### config.mk
export PLATFORM = sky130hd
export DESIGN_NAME = scsa_adder
export DESIGN_NICKNAME = d
export VERILOG_FILES = /design/src/rtl/scsa_pkg.sv /design/src/rtl/scsa_rail_seg.sv /design/src/rtl/scsa_sel_seg.sv /design/src/rtl/scsa_check.sv /design/src/rtl/scsa_adder.sv
export SDC_FILE = /design/constraint.sdc
export NUM_CORES = 1
export LEC_CHECK = 0
export BUFFER_PORTS_ARGS = -buffer_cell sky130_fd_sc_hd__buf_2
export CORE_MARGIN = 4
export CORE_UTILIZATION = 50
export CTS_CLUSTER_DIAMETER = 100
export DETAILED_ROUTE_END_ITERATION = 6
export PLACE_DENSITY = 0.87
export SLEW_MARGIN = 40
export SYNTH_ARGS = -nofsm -noshare
export SYNTH_HDL_FRONTEND = slang
export SYNTH_SLANG_ARGS = --single-unit
export TNS_END_PERCENT = 50
### constraint.sdc
create_clock -name clk -period 25.5 [get_ports clk]
set_clock_uncertainty 0.15 [all_clocks]
set_input_delay 2.55 -clock clk [delete_from_list [all_inputs] [get_ports clk]]
set_output_delay 2.55 -clock clk [all_outputs]
set_load 0.03 [all_outputs]
### src/rtl/scsa_pkg.sv
package scsa_pkg;

    localparam int unsigned DATA_W  = 64;
    localparam int unsigned SEG_CNT = 6;
    localparam int unsigned SEG0_W  = 8;
    localparam int unsigned SEG1_W  = 8;
    localparam int unsigned SEGN_W  = 12;

    // Width of segment k: two leading sizes, then a repeated size.
    function automatic int unsigned seg_width(int unsigned k, int unsigned w0,
                                              int unsigned w1, int unsigned wn);
        if (k == 0)
            return w0;
        else if (k == 1)
            return w1;
        return wn;
    endfunction

    // Lowest bit index of segment k.
    function automatic int unsigned seg_base(int unsigned k, int unsigned w0,
                                             int unsigned w1, int unsigned wn);
        int unsigned acc;
        acc = 0;
        for (int unsigned i = 0; i < k; i++)
            acc += seg_width(i, w0, w1, wn);
        return acc;
    endfunction

endpackage

### src/rtl/scsa_rail_seg.sv
// One adder segment with a fixed carry-in. The true rail uses a generate
// chain. The inverted rail uses an independent kill-based chain, so both
// the sum rail and the carry-out come out in two independent copies.
module scsa_rail_seg #(
    parameter int unsigned W   = 8,
    parameter logic        CIN = 1'b0
) (
    input  logic [W-1:0] a_i,
    input  logic [W-1:0] b_i,
    input  logic [W-1:0] p_i,
    output logic [W-1:0] sum_o,
    output logic [W-1:0] sumn_o,
    output logic         co1_o,
    output logic         co2_o
);
    logic [W-1:0] gen_w;
    logic [W-1:0] kil_w;
    logic [W:0]   cy_w;     // true carries
    logic [W:0]   cyn_w;    // inverted carries, separate chain

    assign gen_w    = a_i & b_i;
    assign kil_w    = ~(a_i | b_i);
    assign cy_w[0]  = CIN;
    assign cyn_w[0] = ~CIN;

    for (genvar i = 0; i < W; i++) begin : g_bit
        assign cy_w[i+1]  = gen_w[i] | (p_i[i] & cy_w[i]);
        assign cyn_w[i+1] = kil_w[i] | (p_i[i] & cyn_w[i]);
        assign sum_o[i]   = p_i[i] ^ cy_w[i];
        assign sumn_o[i]  = p_i[i] ^ cyn_w[i];
    end

    assign co1_o = cy_w[W];
    assign co2_o = ~cyn_w[W];

endmodule

### src/rtl/scsa_sel_seg.sv
// A duplicated segment: one copy per carry-in value. Carry copy 1 from below
// steers the sum rail and the copy-1 carry. Carry copy 2 steers the inverted
// rail and the copy-2 carry.
module scsa_sel_seg #(
    parameter int unsigned W = 12
) (
    input  logic [W-1:0] a_i,
    input  logic [W-1:0] b_i,
    input  logic [W-1:0] p_i,
    input  logic         cin1_i,
    input  logic         cin2_i,
    output logic [W-1:0] sum_o,
    output logic [W-1:0] sumn_o,
    output logic         co1_o,
    output logic         co2_o
);
    logic [W-1:0] sum_z, sumn_z, sum_o1, sumn_o1;
    logic         c1_z, c2_z, c1_o1, c2_o1;

    scsa_rail_seg #(.W(W), .CIN(1'b0)) u_cin_zero (
        .a_i(a_i), .b_i(b_i), .p_i(p_i),
        .sum_o(sum_z), .sumn_o(sumn_z), .co1_o(c1_z), .co2_o(c2_z)
    );

    scsa_rail_seg #(.W(W), .CIN(1'b1)) u_cin_one (
        .a_i(a_i), .b_i(b_i), .p_i(p_i),
        .sum_o(sum_o1), .sumn_o(sumn_o1), .co1_o(c1_o1), .co2_o(c2_o1)
    );

    always_comb begin
        sum_o  = cin1_i ? sum_o1  : sum_z;
        co1_o  = cin1_i ? c1_o1   : c1_z;
        sumn_o = cin2_i ? sumn_o1 : sumn_z;
        co2_o  = cin2_i ? c2_o1   : c2_z;
    end

endmodule

### src/rtl/scsa_check.sv
// Error detector: parity of the shared propagate terms against the input
// parity, rail complementarity, and agreement of the two carry copies.
module scsa_check #(
    parameter int unsigned W = 64
) (
    input  logic [W-1:0] prop_i,
    input  logic         pa_i,
    input  logic         pb_i,
    input  logic [W-1:0] sum_i,
    input  logic [W-1:0] sumn_i,
    input  logic         c1_i,
    input  logic         c2_i,
    output logic         err_o
);
    logic par_bad, rail_bad, cy_bad;

    always_comb begin
        par_bad  = (^prop_i) ^ (pa_i ^ pb_i);
        rail_bad = |(~(sum_i ^ sumn_i));
        cy_bad   = c1_i ^ c2_i;
        err_o    = par_bad | rail_bad | cy_bad;
    end

endmodule

### src/rtl/scsa_adder.sv
module scsa_adder
    import scsa_pkg::*;
#(
    parameter int unsigned DW      = scsa_pkg::DATA_W,
    parameter int unsigned NSEG    = scsa_pkg::SEG_CNT,
    parameter int unsigned W_FIRST = scsa_pkg::SEG0_W,
    parameter int unsigned W_SEC   = scsa_pkg::SEG1_W,
    parameter int unsigned W_REST  = scsa_pkg::SEGN_W,
    parameter bit          OUT_REG = 1'b1
) (
    input  logic          clk,
    input  logic          rst,
    input  logic [DW-1:0] a_i,
    input  logic [DW-1:0] b_i,
    input  logic          pa_i,
    input  logic          pb_i,
    output logic [DW-1:0] sum_o,
    output logic [DW-1:0] sumn_o,
    output logic          cout1_o,
    output logic          cout2_o,
    output logic          err_o
);
    localparam int unsigned SPAN_W = seg_base(NSEG, W_FIRST, W_SEC, W_REST);

    typedef struct packed {
        logic [DW-1:0] sum;
        logic [DW-1:0] sumn;
        logic          cy1;
        logic          cy2;
        logic          err;
    } res_t;

    if (SPAN_W != DW) begin : g_bad_split
        $error("segment widths do not add up to the data width");
    end

    logic [DW-1:0]   prop_w;
    logic [DW-1:0]   sum_w;
    logic [DW-1:0]   sumn_w;
    logic [NSEG-1:0] cy1_seg;
    logic [NSEG-1:0] cy2_seg;
    logic            cout1_w;
    logic            cout2_w;
    logic            err_w;
    res_t            res_c;
    res_t            res_q;

    // Shared propagate terms, built once for all segments and both copies.
    assign prop_w = a_i ^ b_i;

    for (genvar k = 0; k < NSEG; k++) begin : g_seg
        localparam int unsigned LO = seg_base(k, W_FIRST, W_SEC, W_REST);
        localparam int unsigned SW = seg_width(k, W_FIRST, W_SEC, W_REST);
        if (k == 0) begin : g_base
            scsa_rail_seg #(.W(SW), .CIN(1'b0)) u_base (
                .a_i(a_i[LO +: SW]), .b_i(b_i[LO +: SW]), .p_i(prop_w[LO +: SW]),
                .sum_o(sum_w[LO +: SW]), .sumn_o(sumn_w[LO +: SW]),
                .co1_o(cy1_seg[k]), .co2_o(cy2_seg[k])
            );
        end else begin : g_dup
            scsa_sel_seg #(.W(SW)) u_sel (
                .a_i(a_i[LO +: SW]), .b_i(b_i[LO +: SW]), .p_i(prop_w[LO +: SW]),
                .cin1_i(cy1_seg[k-1]), .cin2_i(cy2_seg[k-1]),
                .sum_o(sum_w[LO +: SW]), .sumn_o(sumn_w[LO +: SW]),
                .co1_o(cy1_seg[k]), .co2_o(cy2_seg[k])
            );
        end
    end

    assign cout1_w = cy1_seg[NSEG-1];
    assign cout2_w = cy2_seg[NSEG-1];

    scsa_check #(.W(DW)) u_check (
        .prop_i(prop_w), .pa_i(pa_i), .pb_i(pb_i),
        .sum_i(sum_w), .sumn_i(sumn_w),
        .c1_i(cout1_w), .c2_i(cout2_w),
        .err_o(err_w)
    );

    always_comb begin
        res_c.sum  = sum_w;
        res_c.sumn = sumn_w;
        res_c.cy1  = cout1_w;
        res_c.cy2  = cout2_w;
        res_c.err  = err_w;
    end

    if (OUT_REG) begin : g_oreg
        always_ff @(posedge clk) begin
            if (rst) begin
                res_q.sum  <= '0;
                res_q.sumn <= '1;
                res_q.cy1  <= 1'b0;
                res_q.cy2  <= 1'b0;
                res_q.err  <= 1'b0;
            end else begin
                res_q <= res_c;
            end
        end

        assert_reset_vals_R9: assert property (@(posedge clk) disable iff (rst)
            $past(rst) |-> (sum_o == '0 && sumn_o == '1 && !cout1_o && !cout2_o && !err_o));
    end else begin : g_comb
        assign res_q = res_c;
    end

    assign sum_o   = res_q.sum;
    assign sumn_o  = res_q.sumn;
    assign cout1_o = res_q.cy1;
    assign cout2_o = res_q.cy2;
    assign err_o   = res_q.err;

    // Reference addition used only by the checks below.
    logic [DW:0] ref_add;
    assign ref_add = {1'b0, a_i} + {1'b0, b_i};

    assert_sum_ok_R1: assert property (@(posedge clk) disable iff (rst)
        !err_w |-> (sum_w == ref_add[DW-1:0]));

    assert_rails_R2: assert property (@(posedge clk) disable iff (rst)
        !err_w |-> (sumn_w == ~sum_w));

    assert_carry_pair_R3: assert property (@(posedge clk) disable iff (rst)
        !err_w |-> (cout1_w == ref_add[DW] && cout2_w == ref_add[DW]));

    assert_parity_flag_R4: assert property (@(posedge clk) disable iff (rst)
        ((pa_i ^ pb_i) != (^a_i ^ ^b_i)) |-> err_w);

endmodule

# ---- Word level (Yosys, flattened, before mapping)
# Index checks and enable logic that the tools add are counted.
dict set report classes {
  shift 0
  eq_ne 0
  order_cmp 0
  n_reduce_logical 2
  mul 0
  muxes 20
  bitwise_logic 707
  add_sub_neg 0
  div_mod_pow 0
}
# op n
set op_table {}
lappend op_table {{OR 1 bit} 231}
lappend op_table {{bitwise XOR 1 bit} 221}
lappend op_table {{bitwise AND 1 bit} 218}
lappend op_table {{bitwise XOR 64 bit} 2}
lappend op_table {{two-way mux 12 bit} 8}
lappend op_table {{inverter 64 bit} 1}
lappend op_table {{OR reduction 64 bit} 1}
lappend op_table {{parity 64 bit} 1}
lappend op_table {{bitwise AND 12 bit} 4}
lappend op_table {{inverter 12 bit} 4}
lappend op_table {{OR 12 bit} 4}
lappend op_table {{bitwise AND 8 bit} 2}
lappend op_table {{two-way mux 8 bit} 2}
lappend op_table {{inverter 1 bit} 16}
lappend op_table {{inverter 8 bit} 2}
lappend op_table {{OR 8 bit} 2}
lappend op_table {{two-way mux 1 bit} 10}
dict set report word_totals {
  elab_cells 734
  output_inout_bits 131
  ff_bits 131
  memories 0
  latch_bits 0
  inputBits 132
  rom_bits 0
  ram_bits 0
}

# ---- Logic depth before layout (Yosys ltp)
# Gate-level depths: netlist of the first run.
dict set report depth {
  ltp_word 35
  mapped_depth 72
  mapped_depth_nobuf 72
}

# ---- Cells and area by module
# From an unflattened synthesis of the first run, not the netlist that was laid out.
dict set report unflattened {
  cells_unflattened 1104
  area_unflattened_um2 11873.9
}
# mod cells_per_inst area_each_um2 instances seq_area_each_um2
set by_module_without_submodules {}
lappend by_module_without_submodules {scsa_adder 340 4082.7 1 2622.5}
lappend by_module_without_submodules {{scsa_rail_seg (g_seg[2].g_dup.u_sel.u_cin_zero ...)} 48 467.9 4 0.0}
lappend by_module_without_submodules {{scsa_rail_seg (g_seg[2].g_dup.u_sel.u_cin_one ...)} 48 465.4 4 0.0}
lappend by_module_without_submodules {{scsa_sel_seg (g_seg[2].g_dup.u_sel ...)} 28 390.4 4 0.0}
lappend by_module_without_submodules {scsa_check 152 1282.5 1 0.0}
lappend by_module_without_submodules {{scsa_rail_seg (g_seg[0].g_base.u_base ...)} 32 307.8 2 0.0}
lappend by_module_without_submodules {{scsa_rail_seg (g_seg[1].g_dup.u_sel.u_cin_one)} 32 305.3 1 0.0}
lappend by_module_without_submodules {{scsa_sel_seg (g_seg[1].g_dup.u_sel)} 20 292.8 1 0.0}

# ---- Worst setup path after synthesis of the first run
# No wires, ideal clock.
dict set report synth_timing {
  path_kind {input-to-reg}
  from {input a_i[0]}
  to {register res_q, in the netlist err_o}
  n_path_buf 0
  arrival_ps 26442
  path_stages 72
  setup_time_ps 139
  slack_ps -1231
  required_ps 25211
  cell_sequence {ha_1 > fa_1 > fa_1 > fa_1 > fa_1 > fa_1 > fa_1 > fa_1 > mux2i_1 > fa_1 > fa_1 > fa_1 > fa_1 > fa_1 > fa_1 > fa_1 > nor2_1 > a21oi_1 > [36 not listed] > fa_1 > nor2_1 > a21oi_1 > fa_1 > fa_1 > fa_1 > fa_1 > fa_1 > fa_1 > fa_1 > fa_1 > fa_1 > fa_1 > fa_1 > xor2_1 > mux2i_1 > o21ai_0 > a41oi_1}
}
dict set report synth_via {
  word_cells_on_any_way 76
  classes_between {mux (20); bitwise (54); reduce/logical (2)}
}
# element line_no
set synth_lines {}
lappend synth_lines {{start: declaration} scsa_adder.sv:13} ;# input logic [DW-1:0] a_i,
lappend synth_lines {{bitwise AND 8 bit} scsa_rail_seg.sv:21} ;# assign gen_w = a_i & b_i;
lappend synth_lines {{bitwise AND 1 bit} scsa_rail_seg.sv:27} ;# assign cy_w[i+1] = gen_w[i] | (p_i[i] & cy_w[i]);
lappend synth_lines {{OR 1 bit} scsa_rail_seg.sv:27}
lappend synth_lines {{bitwise AND 1 bit} scsa_rail_seg.sv:27}
lappend synth_lines {{OR 1 bit} scsa_rail_seg.sv:27}
lappend synth_lines {{bitwise AND 1 bit} scsa_rail_seg.sv:27}
lappend synth_lines {{OR 1 bit} scsa_rail_seg.sv:27}
lappend synth_lines {{bitwise AND 1 bit} scsa_rail_seg.sv:27}
lappend synth_lines {{[6 not listed]} n/a}
lappend synth_lines {{OR 1 bit} scsa_rail_seg.sv:27}
lappend synth_lines {{two-way mux 1 bit (4 in a row)} scsa_sel_seg.sv:32} ;# co1_o = cin1_i ? c1_o1 : c1_z;
lappend synth_lines {{two-way mux 12 bit} scsa_sel_seg.sv:31} ;# sum_o = cin1_i ? sum_o1 : sum_z;
lappend synth_lines {{via g_seg[5].g_dup.u_sel.sum_o[11]} scsa_sel_seg.sv:12} ;# output logic [W-1:0] sum_o,
lappend synth_lines {{bitwise XOR 64 bit} scsa_check.sv:19} ;# rail_bad = |(~(sum_i ^ sumn_i));
lappend synth_lines {{inverter 64 bit} scsa_check.sv:19}
lappend synth_lines {{OR reduction 64 bit} scsa_check.sv:19}
lappend synth_lines {{OR 1 bit (2 in a row)} scsa_check.sv:21} ;# err_o = par_bad | rail_bad | cy_bad;
lappend synth_lines {{end signal: assignment} scsa_adder.sv:97} ;# res_q <= res_c;
lappend synth_lines {{end: declaration} scsa_adder.sv:46} ;# res_t res_q;
# The timed path passes the listed nets, and every way through them passes these cells.
# A chain may end at the register's enable or synchronous reset.

# ---- Final worst setup path of the first run
# Ends and elaborated chain as after synthesis.

==> summary.md, run 1 <==
| Metric | Value |
|---|---|
| Status | complete, no violations |
| Setup-failing EPs final | 0 |
| Vias/cell | 5.51 |
| Worst min path class | input pin to flop |
| Fin. max-slew vios | 0 |
| Worst EP required | 25.62 ns |
| Slew @ Worst Pin | 0.825 ns |
| Post-synth EDFFs | 0 |
| Clock network fraction of total power | 24.4% |
| Max-Cap Viols | 0 |
| Power Total | just under 0.001 W |
| Clock sink count | around 130 |
| Syn_area_per_cell | 8.96 um2 |
| Syn Std Cell Area | 0.0110 mm2 |
| Number of global-route vias before repair | approximately 9800 |
| Fmax | 40.0 MHz |
| Core region area | 0.0218 mm2 |
| Dominant synthesized flop cell | dfxtp_1 |
| Async SR Flop Fraction | 0% |
| H-tree depth | 4 |
| Clock transition at path regs | 0.07 ns |
| Register area share after synthesis | around a quarter |
| Synth warn | 0 |
| I/O pins | 263 |
| CTS max path bufs | 2 |
| Nets | about 1700 |
| Combinational share of power | 50.7% |
| Crit path launch type | input pin |
| CTS root buffer | clkbuf_16 |
| Final Hold Viols | 0 |
| PD cells | 72.9 mW/mm2 |
| CTS tree | done |
| Die area | 0.0245 mm2 |
| Share of layout cells above drive strength 1 | a little over a quarter |
| Routed len/inst | 18.7 um |
| Initial core utilization | 50.6% |
| Post-CTS Hold Buffers | 0 |
| Register share of total power | around a quarter |
| Hold depth | 2 |
| Fill count | 1839 |
| GP Congestion | 0.947 |
| Largest net degree at the start of global routing | 116 |
| Crit Path Max Fanout | 3 |
| Gr ovfl total | 0 |
| Synth unique cells | 82 |
| Internal | 0.000569 W |
| Final wirelength | between 30000 and 40000 um |
| WS Path Type | input pin to flop |
| Most used cell, CP | fa_2 |
| Initial DRC Count | 692 |
| Crit. End Element | flop |
| Syn_nets | 1507 |
| Final Instance Area | 0.0133 mm2 |
| Row Count | 54 |
| Die X | 156 um |
| Chip Height | approximately 160 um |
| Fin crit period | 24.98 ns |
| Initial antenna violation count | 6 |
| Placement Cell Area | between 0.01 and 0.015 mm2 |
| DRT antenna net count | 0 |
| DRT Pass-1 Iters | 6 |
| Worst VDD drop | about 0.051 mV |
| Slowest CP cell | fa_2 |
| Area growth from synthesis to layout | 20.7% |
| Critical path's largest stage delay | 0.58 ns |
| Drt drc | 0 |
| Cells after synthesis | 1230 |
| Most frequent cells in the layout | buf_2 (261), inv_1 (145), dfxtp_1 (131), xnor2_1 (114), ha_1 (79) |
| Via count | 9732 |
| Clock buffer count from CTS | 17 |
| Switching share of power | 41.2% |
| Max transition margin | 44.6% |
| Commonest non-fill, non-tap cell in the layout | buf_2 |
| Placed wire-length estimate | between 20000 and 30000 um |
| Sum Neg Setup Slack | 0 ns |
| Buffers & Inverters on Critical Path | 1 |
| Crit share post-route | 98.0% |
| Yosys reg bits | 131 |
| IO buf count | 262 |
| P_sw | ~0.0004 W |
| First-pass GRT wire length | 51100 um |
| Worst EP arrival | 25.10 ns |
| GRT Total Usage | a little over a quarter |
| CP Depth | 73 |
| P_leak | 6.11 nW |
| Crit path max-delay family | adder cells |
layer usage:
layer	vias up	track usage [%]	part of all wire, %
li1	4578	-	-
met2	443	44.8	48
met3	103	6.58	8.5
met1	4600	32.9	39
met5	-	0	0.14
met4	8	9.83	3.6
timing repair:
action,CTS,global route
setup endpoints to repair,3,3
pin swaps,3,11
resized for setup,12,18
buffers inserted,2,0
cells in the mapped netlist (9+ instances only):
| library cell | count | area, um2 |
|---|---|---|
| nor2_1 | 57 | 214 |
| nand3_1 | 22 | 110 |
| nor3b_1 | 9 | 67.6 |
| xor2_1 | 62 | 543 |
| nor2b_1 | 65 | 407 |
| mux2i_1 | 16 | 160 |
| o21ai_0 | 30 | 150 |
| nor4_1 | 15 | 93.8 |
| ha_1 | 80 | 1000 |
| a211oi_1 | 9 | 67.6 |
| dfxtp_1 | 131 | 2620 |
| a21oi_1 | 40 | 200 |
| a31oi_1 | 11 | 68.8 |
| inv_1 | 145 | 544 |
| xnor2_1 | 114 | 998 |
| nor3_1 | 22 | 110 |
| o21a_1 | 12 | 90.1 |
| clkbuf_1 | 47 | 176 |
| a21o_1 | 16 | 120 |
| nand2_1 | 37 | 139 |
| or2_2 | 13 | 81.3 |
| nand2b_1 | 65 | 407 |
| fa_1 | 65 | 1300 |
final timing paths:
check / from / to
max: a_i[0] / err_o
min: rst / sum_o[5]
sequential cells by signal, summed over array words and instances (netlist names):
name / count
sumn_o: 64
cout1_o: 1
err_o: 1
cout2_o: 1
sum_o: 64
power groups by stage:
stage	Combinational [W]	Sequential, W	Clock, W
after floorplan	0.000288	0.000305	0
after global placement	0.000473	0.000245	0
after detailed placement	0.000481	0.000245	0
after CTS	0.000486	0.000241	0.000239
after global routing	0.000530	0.000243	0.000248
final	0.000491	0.000241	0.000237
kinds of logic after synthesis:
family | synth area share, %
adder cells (fa/ha/maj) | 20.9
AND/OR/NAND/NOR | 17.3
XOR/XNOR | 15.2
AO/OA/AOI/OAI | 14.1
flip-flops | 23.8
buffers and inverters | 6.84
multiplexers | 1.88
metrics by stage:
step | setup slack (ns) | hold WS [ns] | util (%) | cells
final | 0.521 | 2.28 | 61.1 | 1766
after global routing | -0.00630 | 2.28 | 61.1 | 1766
after CTS | 0.0370 | 2.27 | 60.9 | 1764
after detailed placement | -1.03 | 2.71 | 58.1 | 1730
after global placement | -0.627 | 2.70 | 58.1 | 1730
after floorplan | 0.0104 | 2.68 | - | 1230
cell type report:
class / count / area (um2) / area share, %
inverter: 145 / 544 / 4.09
sequential: 131 / 2620 / 19.7
multi-input combinational: 900 / 7800 / 58.6
antenna: 2 / 5.00 / 0.0376
timing repair buffer: 276 / 1420 / 10.7
clock inverter: 14 / 128 / 0.960
tap: 280 / 350 / 2.63
clock buffer: 18 / 429 / 3.23
Power figures use the tool's default switching activity.
==> run 2: changes to the inputs <==
--- a/config.mk
+++ b/config.mk
@@ -10,7 +10,7 @@
 export CORE_UTILIZATION = 50
 export CTS_CLUSTER_DIAMETER = 100
 export DETAILED_ROUTE_END_ITERATION = 6
-export PLACE_DENSITY = 0.87
+export PLACE_DENSITY = 0.83
 export SLEW_MARGIN = 40
 export SYNTH_ARGS = -nofsm -noshare
 export SYNTH_HDL_FRONTEND = slang
==> run 2 against run 1 <==
- hold slack better by 0.12 ns
- final cell count hardly changed
- power is 0.73% higher
- utilization is 0.075 points higher
- setup slack worse by 0.10 ns
- fmax is 0.40% lower
- largest power group unchanged
==> summary.md, run 2 (synthesis results as in run 1) <==
| Metric | Value |
|---|---|
| Clock sink count | 131 (unchanged) |
| Antenna Cells | 0 (was 2) |
| Critical path's largest stage delay | 0.58 ns (about the same) |
| Via count | 9655 (was 9732) |
| Nets | 1749 (was 1748) |
| Drt drc | 0 (unchanged) |
| P_sw | 0.000402 W (was 0.000399 W) |
| Routed len/inst | 18.3 um (was 18.7 um) |
| Initial antenna violation count | 3 (was 6) |
| Worst EP required | 25.62 ns (about the same) |
| Crit path from | a_i[0] (unchanged) |
| Post-CTS Hold Buffers | 0 (unchanged) |
| Most used cell, CP | fa_2 (unchanged) |
| WS Path Type | input pin to flop (unchanged) |
| Internal | 0.000574 W (was 0.000569 W) |
| Worst Hold Launch | b_i[6] (was rst) |
| Max transition margin | 48.8% (was 44.6%) |
| Clock network fraction of total power | 25.2% (was 24.4%) |
| DRT Pass-1 Iters | 6 (unchanged) |
| Initial core utilization | 50.6% (unchanged) |
| Sum Neg Setup Slack | 0 ns (unchanged) |
| Number of global-route vias before repair | 9771 (was 9790) |
| Worst min path class | input pin to flop (unchanged) |
| Gr ovfl total | 0 (unchanged) |
| Crit. End Element | flop (unchanged) |
| I/O pins | 263 (unchanged) |
| Vias/cell | 5.47 (was 5.51) |
| P_leak | 6.13 nW (was 6.11 nW) |
| GP Congestion | 0.940 (was 0.947) |
| Row Count | 54 (unchanged) |
| Post-CTS Setup Bufs | 0 (was 2) |
| Capture point of the critical path | err_o (unchanged) |
| Crit path max-delay family | adder cells (unchanged) |
| Fmax | 39.9 MHz (was 40.0 MHz) |
| Power Total | 0.000976 W (was 0.000969 W) |
| Die area | 0.0245 mm2 (unchanged) |
| CTS max path bufs | 2 (unchanged) |
| Core region area | 0.0218 mm2 (unchanged) |
| PD cells | 73.3 mW/mm2 (was 72.9 mW/mm2) |
| Switching share of power | 41.2% (about the same) |
| Die X | 156 um (unchanged) |
| Initial DRC Count | 661 (was 692) |
| Worst VDD drop | 0.0461 mV (was 0.0513 mV) |
| Final Hold Viols | 0 (unchanged) |
| CTS root buffer | clkbuf_16 (unchanged) |
| Final wirelength | 32300 um (was 33000 um) |
| Setup-failing EPs final | 0 (unchanged) |
| Combinational share of power | 50.2% (was 50.7%) |
| Crit path launch type | input pin (unchanged) |
| Register share of total power | 24.6% (was 24.9%) |
| H-tree depth | 4 (unchanged) |
| Clock buffer count from CTS | 17 (unchanged) |
| Area growth from synthesis to layout | 20.8% (was 20.7%) |
| GRT Total Usage | 26.2% (was 26.5%) |
| Buffers & Inverters on Critical Path | 1 (unchanged) |
| Status | complete, no violations (unchanged) |
| Slew @ Worst Pin | 0.763 ns (was 0.825 ns) |
| CTS tree | done (unchanged) |
| Placed wire-length estimate | 26800 um (was 26900 um) |
| Crit share post-route | 98.3% (was 98.0%) |
| Fin. max-slew vios | 0 (unchanged) |
| Max-Cap Viols | 0 (unchanged) |
| Worst EP arrival | 25.20 ns (was 25.10 ns) |
| Most frequent cells in the layout | buf_2 (261), inv_1 (145), dfxtp_1 (131), xnor2_1 (114), ha_1 (80) (was buf_2 (261), inv_1 (145), dfxtp_1 (131), xnor2_1 (114), ha_1 (79)) |
| Crit Path Max Fanout | 3 (unchanged) |
| Commonest non-fill, non-tap cell in the layout | buf_2 (unchanged) |
| Fin crit period | 25.08 ns (was 24.98 ns) |
| Non-filler cells, final | 1765 (was 1766) |
| First-pass GRT wire length | 50600 um (was 51100 um) |
| Largest net degree at the start of global routing | 69 (was 116) |
| Slowest CP cell | fa_2 (unchanged) |
| CP Depth | 73 (unchanged) |
| Clock transition at path regs | 0.06 ns (was 0.07 ns) |
| DRT antenna net count | 0 (unchanged) |
| Placed Instances | 1733 (was 1730) |
| IO buf count | 262 (unchanged) |
| Core Util, Final | 61.2% (was 61.1%) |
| Chip Height | 156 um (unchanged) |
| Share of layout cells above drive strength 1 | 27.3% (was 27.4%) |
run 2: repair_timing:
item                       CTS  global route
setup endpoints to repair    3             2
resized for setup           17             8
pin swaps                    4             8
gates cloned                 0             0
run 2: how the worst min path moves through the flow:
stage	end	slack, ns	cells past startpoint
2_1_floorplan	sumn_o[2]	2.68	2
3_3_place_gp	sum_o[35]	2.83	1
3_5_place_dp	sum_o[32]	2.83	1
4_1_cts	sumn_o[5]	2.40	3
5_1_grt	cout2_o	2.43	4
6_report	sumn_o[6]	2.40	3
run 2: final cells by class:
class	count	area [um2]
fill	1858	8440
multi-input combinational	900	7790
sequential	131	2620
timing repair buffer	277	1430
inverter	145	544
clock buffer	18	439
tap	280	350
clock inverter	14	141
run 2: metal layers:
metal  vias up  routed length (um)  global-route usage, %
met4         6                1200                   10.9
met1      4571               13000                   32.8
met2       417               15500                   43.8
met5         -                  27                      0
li1       4581                   -                      -
met3        80                2550                   5.92
run 2: power by group through the flow:
stage                     Clock, W  Sequential, W  Combinational (W)
after floorplan                  0       0.000305           0.000288
after CTS                 0.000248       0.000241           0.000486
after detailed placement         0       0.000245           0.000481
after global placement           0       0.000245           0.000475
final                     0.000246       0.000240           0.000490
after global routing      0.000258       0.000243           0.000526
run 2: through the flow:
stage	area [um2]	hold WS, ns	worst slack [ns]
3_5_place_dp	12700	2.83	-1.01
6_report	13300	2.40	0.421
2_1_floorplan	11100	2.68	0.0104
4_1_cts	13300	2.40	0.0490
3_3_place_gp	12700	2.83	-0.592
5_1_grt	13300	2.43	-0.00913
==> run 3: changes to the inputs <==
--- a/config.mk
+++ b/config.mk
@@ -7,10 +7,11 @@
 export LEC_CHECK = 0
 export BUFFER_PORTS_ARGS = -buffer_cell sky130_fd_sc_hd__buf_2
 export CORE_MARGIN = 4
-export CORE_UTILIZATION = 50
+export CORE_UTILIZATION = 35
 export CTS_CLUSTER_DIAMETER = 100
 export DETAILED_ROUTE_END_ITERATION = 6
-export PLACE_DENSITY = 0.83
+export GPL_ROUTABILITY_DRIVEN = 1
+export PLACE_DENSITY = 0.63
 export SLEW_MARGIN = 40
 export SYNTH_ARGS = -nofsm -noshare
 export SYNTH_HDL_FRONTEND = slang
==> run 3 against run 2 <==
- die area is 40% higher
- combinational power hardly changed
- final cell count is 6.6% higher
- global-route usage is 6.2 points lower
- routed wire length is 6.3% higher
- fmax is 0.36% higher
- via count is 2.5% lower
- cell area is 1.6% higher
- critical endpoint unchanged
==> summary.md, run 3 (synthesis results as in run 1) <==
| Metric | Value |
|---|---|
| Most frequent cells in the layout | buf_2 (261), inv_1 (145), dfxtp_1 (131), xnor2_1 (114), ha_1 (79) (was buf_2 (261), inv_1 (145), dfxtp_1 (131), xnor2_1 (114), ha_1 (80)) |
| Max transition margin | 49.4% (was 48.8%) |
| H-tree depth | 4 (unchanged) |
| Worst min path class | input pin to flop (unchanged) |
| GRT Total Usage | 20.0% (was 26.2%) |
| IO buf count | 262 (unchanged) |
| Crit share post-route | 98.0% (was 98.3%) |
| Largest net degree at the start of global routing | 72 (was 69) |
| Clock buffer count from CTS | 17 (unchanged) |
| Clock transition at path regs | 0.06 ns (about the same) |
| Post-CTS Setup Bufs | 0 (unchanged) |
| Clock sink count | 131 (unchanged) |
| DRT Pass-1 Iters | 5 (was 6) |
| FF+latch area | 0.00262 mm2 (unchanged) |
| Via count | 9417 (was 9655) |
| CTS root buffer | clkbuf_16 (unchanged) |
| RSZ-0062 raised after global routing | yes |
| Final wirelength | 34400 um (was 32300 um) |
| Initial antenna violation count | 5 (was 3) |
| Fin. max-slew vios | 0 (unchanged) |
| Core Util, Final | 43.9% (was 61.2%) |
| Die area | 0.0344 mm2 (was 0.0245 mm2) |
| CTS max path bufs | 2 (unchanged) |
| Fin crit period | 24.99 ns (was 25.08 ns) |
| WS Path Type | input pin to flop (unchanged) |
| WL met1 | 15000 um (was 13000 um) |
| Number of global-route vias before repair | 9635 (was 9771) |
| Area growth from synthesis to layout | 22.7% (was 20.8%) |
| PD cells | 73.6 mW/mm2 (was 73.3 mW/mm2) |
| P_leak | 6.15 nW (was 6.13 nW) |
| Final Hold Viols | 0 (unchanged) |
| Die X | 185 um (was 156 um) |
| Worst EP arrival | 25.13 ns (was 25.20 ns) |
| I/O pins | 263 (unchanged) |
| Core region area | 0.0308 mm2 (was 0.0218 mm2) |
| Status | complete, no violations (unchanged) |
| Worst EP required | 25.64 ns (was 25.62 ns) |
| Final Instance Area | 0.0135 mm2 (was 0.0133 mm2) |
| Gr ovfl total | 0 (unchanged) |
| Setup-failing EPs final | 0 (unchanged) |
| Slew @ Worst Pin | 0.754 ns (was 0.763 ns) |
| Nets | 1748 (was 1749) |
| Fill count | 3054 (was 1858) |
| Chip Height | 185 um (was 156 um) |
| Vias/cell | 5.00 (was 5.47) |
| Placed wire-length estimate | 28800 um (was 26800 um) |
| DR WL met3 | 2500 um (was 2550 um) |
| Top routing layer in use | met5 (unchanged) |
| Initial DRC Count | 639 (was 661) |
| Crit Path Max Fanout | 4 (was 3) |
| Row Count | 64 (was 54) |
| Metal2 WL | 16300 um (was 15500 um) |
| Initial core utilization | 35.7% (was 50.6%) |
| Share of layout cells above drive strength 1 | 27.6% (was 27.3%) |
| Worst VDD drop | 0.0508 mV (was 0.0461 mV) |
| Post-CTS Hold Buffers | 0 (unchanged) |
| Commonest non-fill, non-tap cell in the layout | buf_2 (unchanged) |
| Most used cell, CP | fa_2 (unchanged) |
| GP Congestion | 0.895 (was 0.940) |
| Critical path's largest stage delay | 0.58 ns (about the same) |
| Drt drc | 0 (unchanged) |
| Crit. End Element | flop (unchanged) |
| Multi-input gate area | 0.00780 mm2 (was 0.00779 mm2) |
| CTS tree | done (unchanged) |
| Fmax | 40.0 MHz (was 39.9 MHz) |
| First-pass GRT wire length | 52800 um (was 50600 um) |
| Placement Cell Area | 0.0128 mm2 (was 0.0127 mm2) |
| Max-Cap Viols | 0 (unchanged) |
| Routed len/inst | 18.3 um (about the same) |
| DRT antenna net count | 0 (unchanged) |
| Crit path launch type | input pin (unchanged) |
| Slowest CP cell | fa_2 (unchanged) |
-- run 3: cell types whose count changed in the layout (fill, tap and decap cells not counted), moves of 3 or more --
cell / before / now
fa_2: 55 / 58
nor2_2: 2 / 5
inv_6: 7 / 4
bufinv_16: 1 / 4
fa_1: 10 / 7
nor2_1: 56 / 53
-- run 3: where the power goes --
part           switching [W]  leakage [nW]  total [W]  internal (W)
clock              0.0000997         0.301   0.000265      0.000165
sequential        0.00000736          1.09   0.000241      0.000234
combinational       0.000289          4.75   0.000490      0.000200
total               0.000396          6.15   0.000996      0.000600
-- run 3: final cells by class --
cell class,count,area share [%]
multi-input combinational,900,57.7
inverter,145,4.02
clock inverter,13,1.47
clock buffer,19,3.20
antenna,2,0.0370
timing repair buffer,276,10.5
tap,396,3.66
sequential,131,19.4
-- run 3: worst paths after layout --
kind | startpoint | end | slack [ns] | cells past startpoint
max | a_i[0] | err_o | 0.51 | 73
min | b_i[7] | sumn_o[7] | 2.39 | 3
-- run 3: worst max-delay path, delay by kind of cell --
family          cells  cell delay, ns
compound gates      6            0.52
xor+xnor            1            0.15
buf+inv             1            0.11
simple gates        4            0.37
fa+ha+maj          59           21.15
mux                 2            0.23
-- run 3: stage by stage --
stage                     worst slack [ns]  std cells  setup TNS [ns]  hold slack (ns)  total power, W
after global routing               -0.0651       1882         -0.0651             2.42         0.00106
final                                0.511       1882               0             2.39        0.000996
after global placement              -0.802       1848           -1.36             2.84        0.000726
after floorplan                     0.0104       1230               0             2.68        0.000592
after CTS                          0.00420       1880               0             2.38         0.00100
after detailed placement             -1.06       1848           -2.30             2.84        0.000729
-- run 3: repair_timing --
action / 4_1_cts / 5_1_grt
pin swaps: 2 / 17
resized for setup: 13 / 20
endpoints found under the setup margin: 3 / 2
-- run 3: routing by layer --
layer	vias up	global-route usage, %
met1	4477	25.8
li1	4583	-
met4	6	5.52
met3	35	4.93
met2	316	33.3
met5	-	0
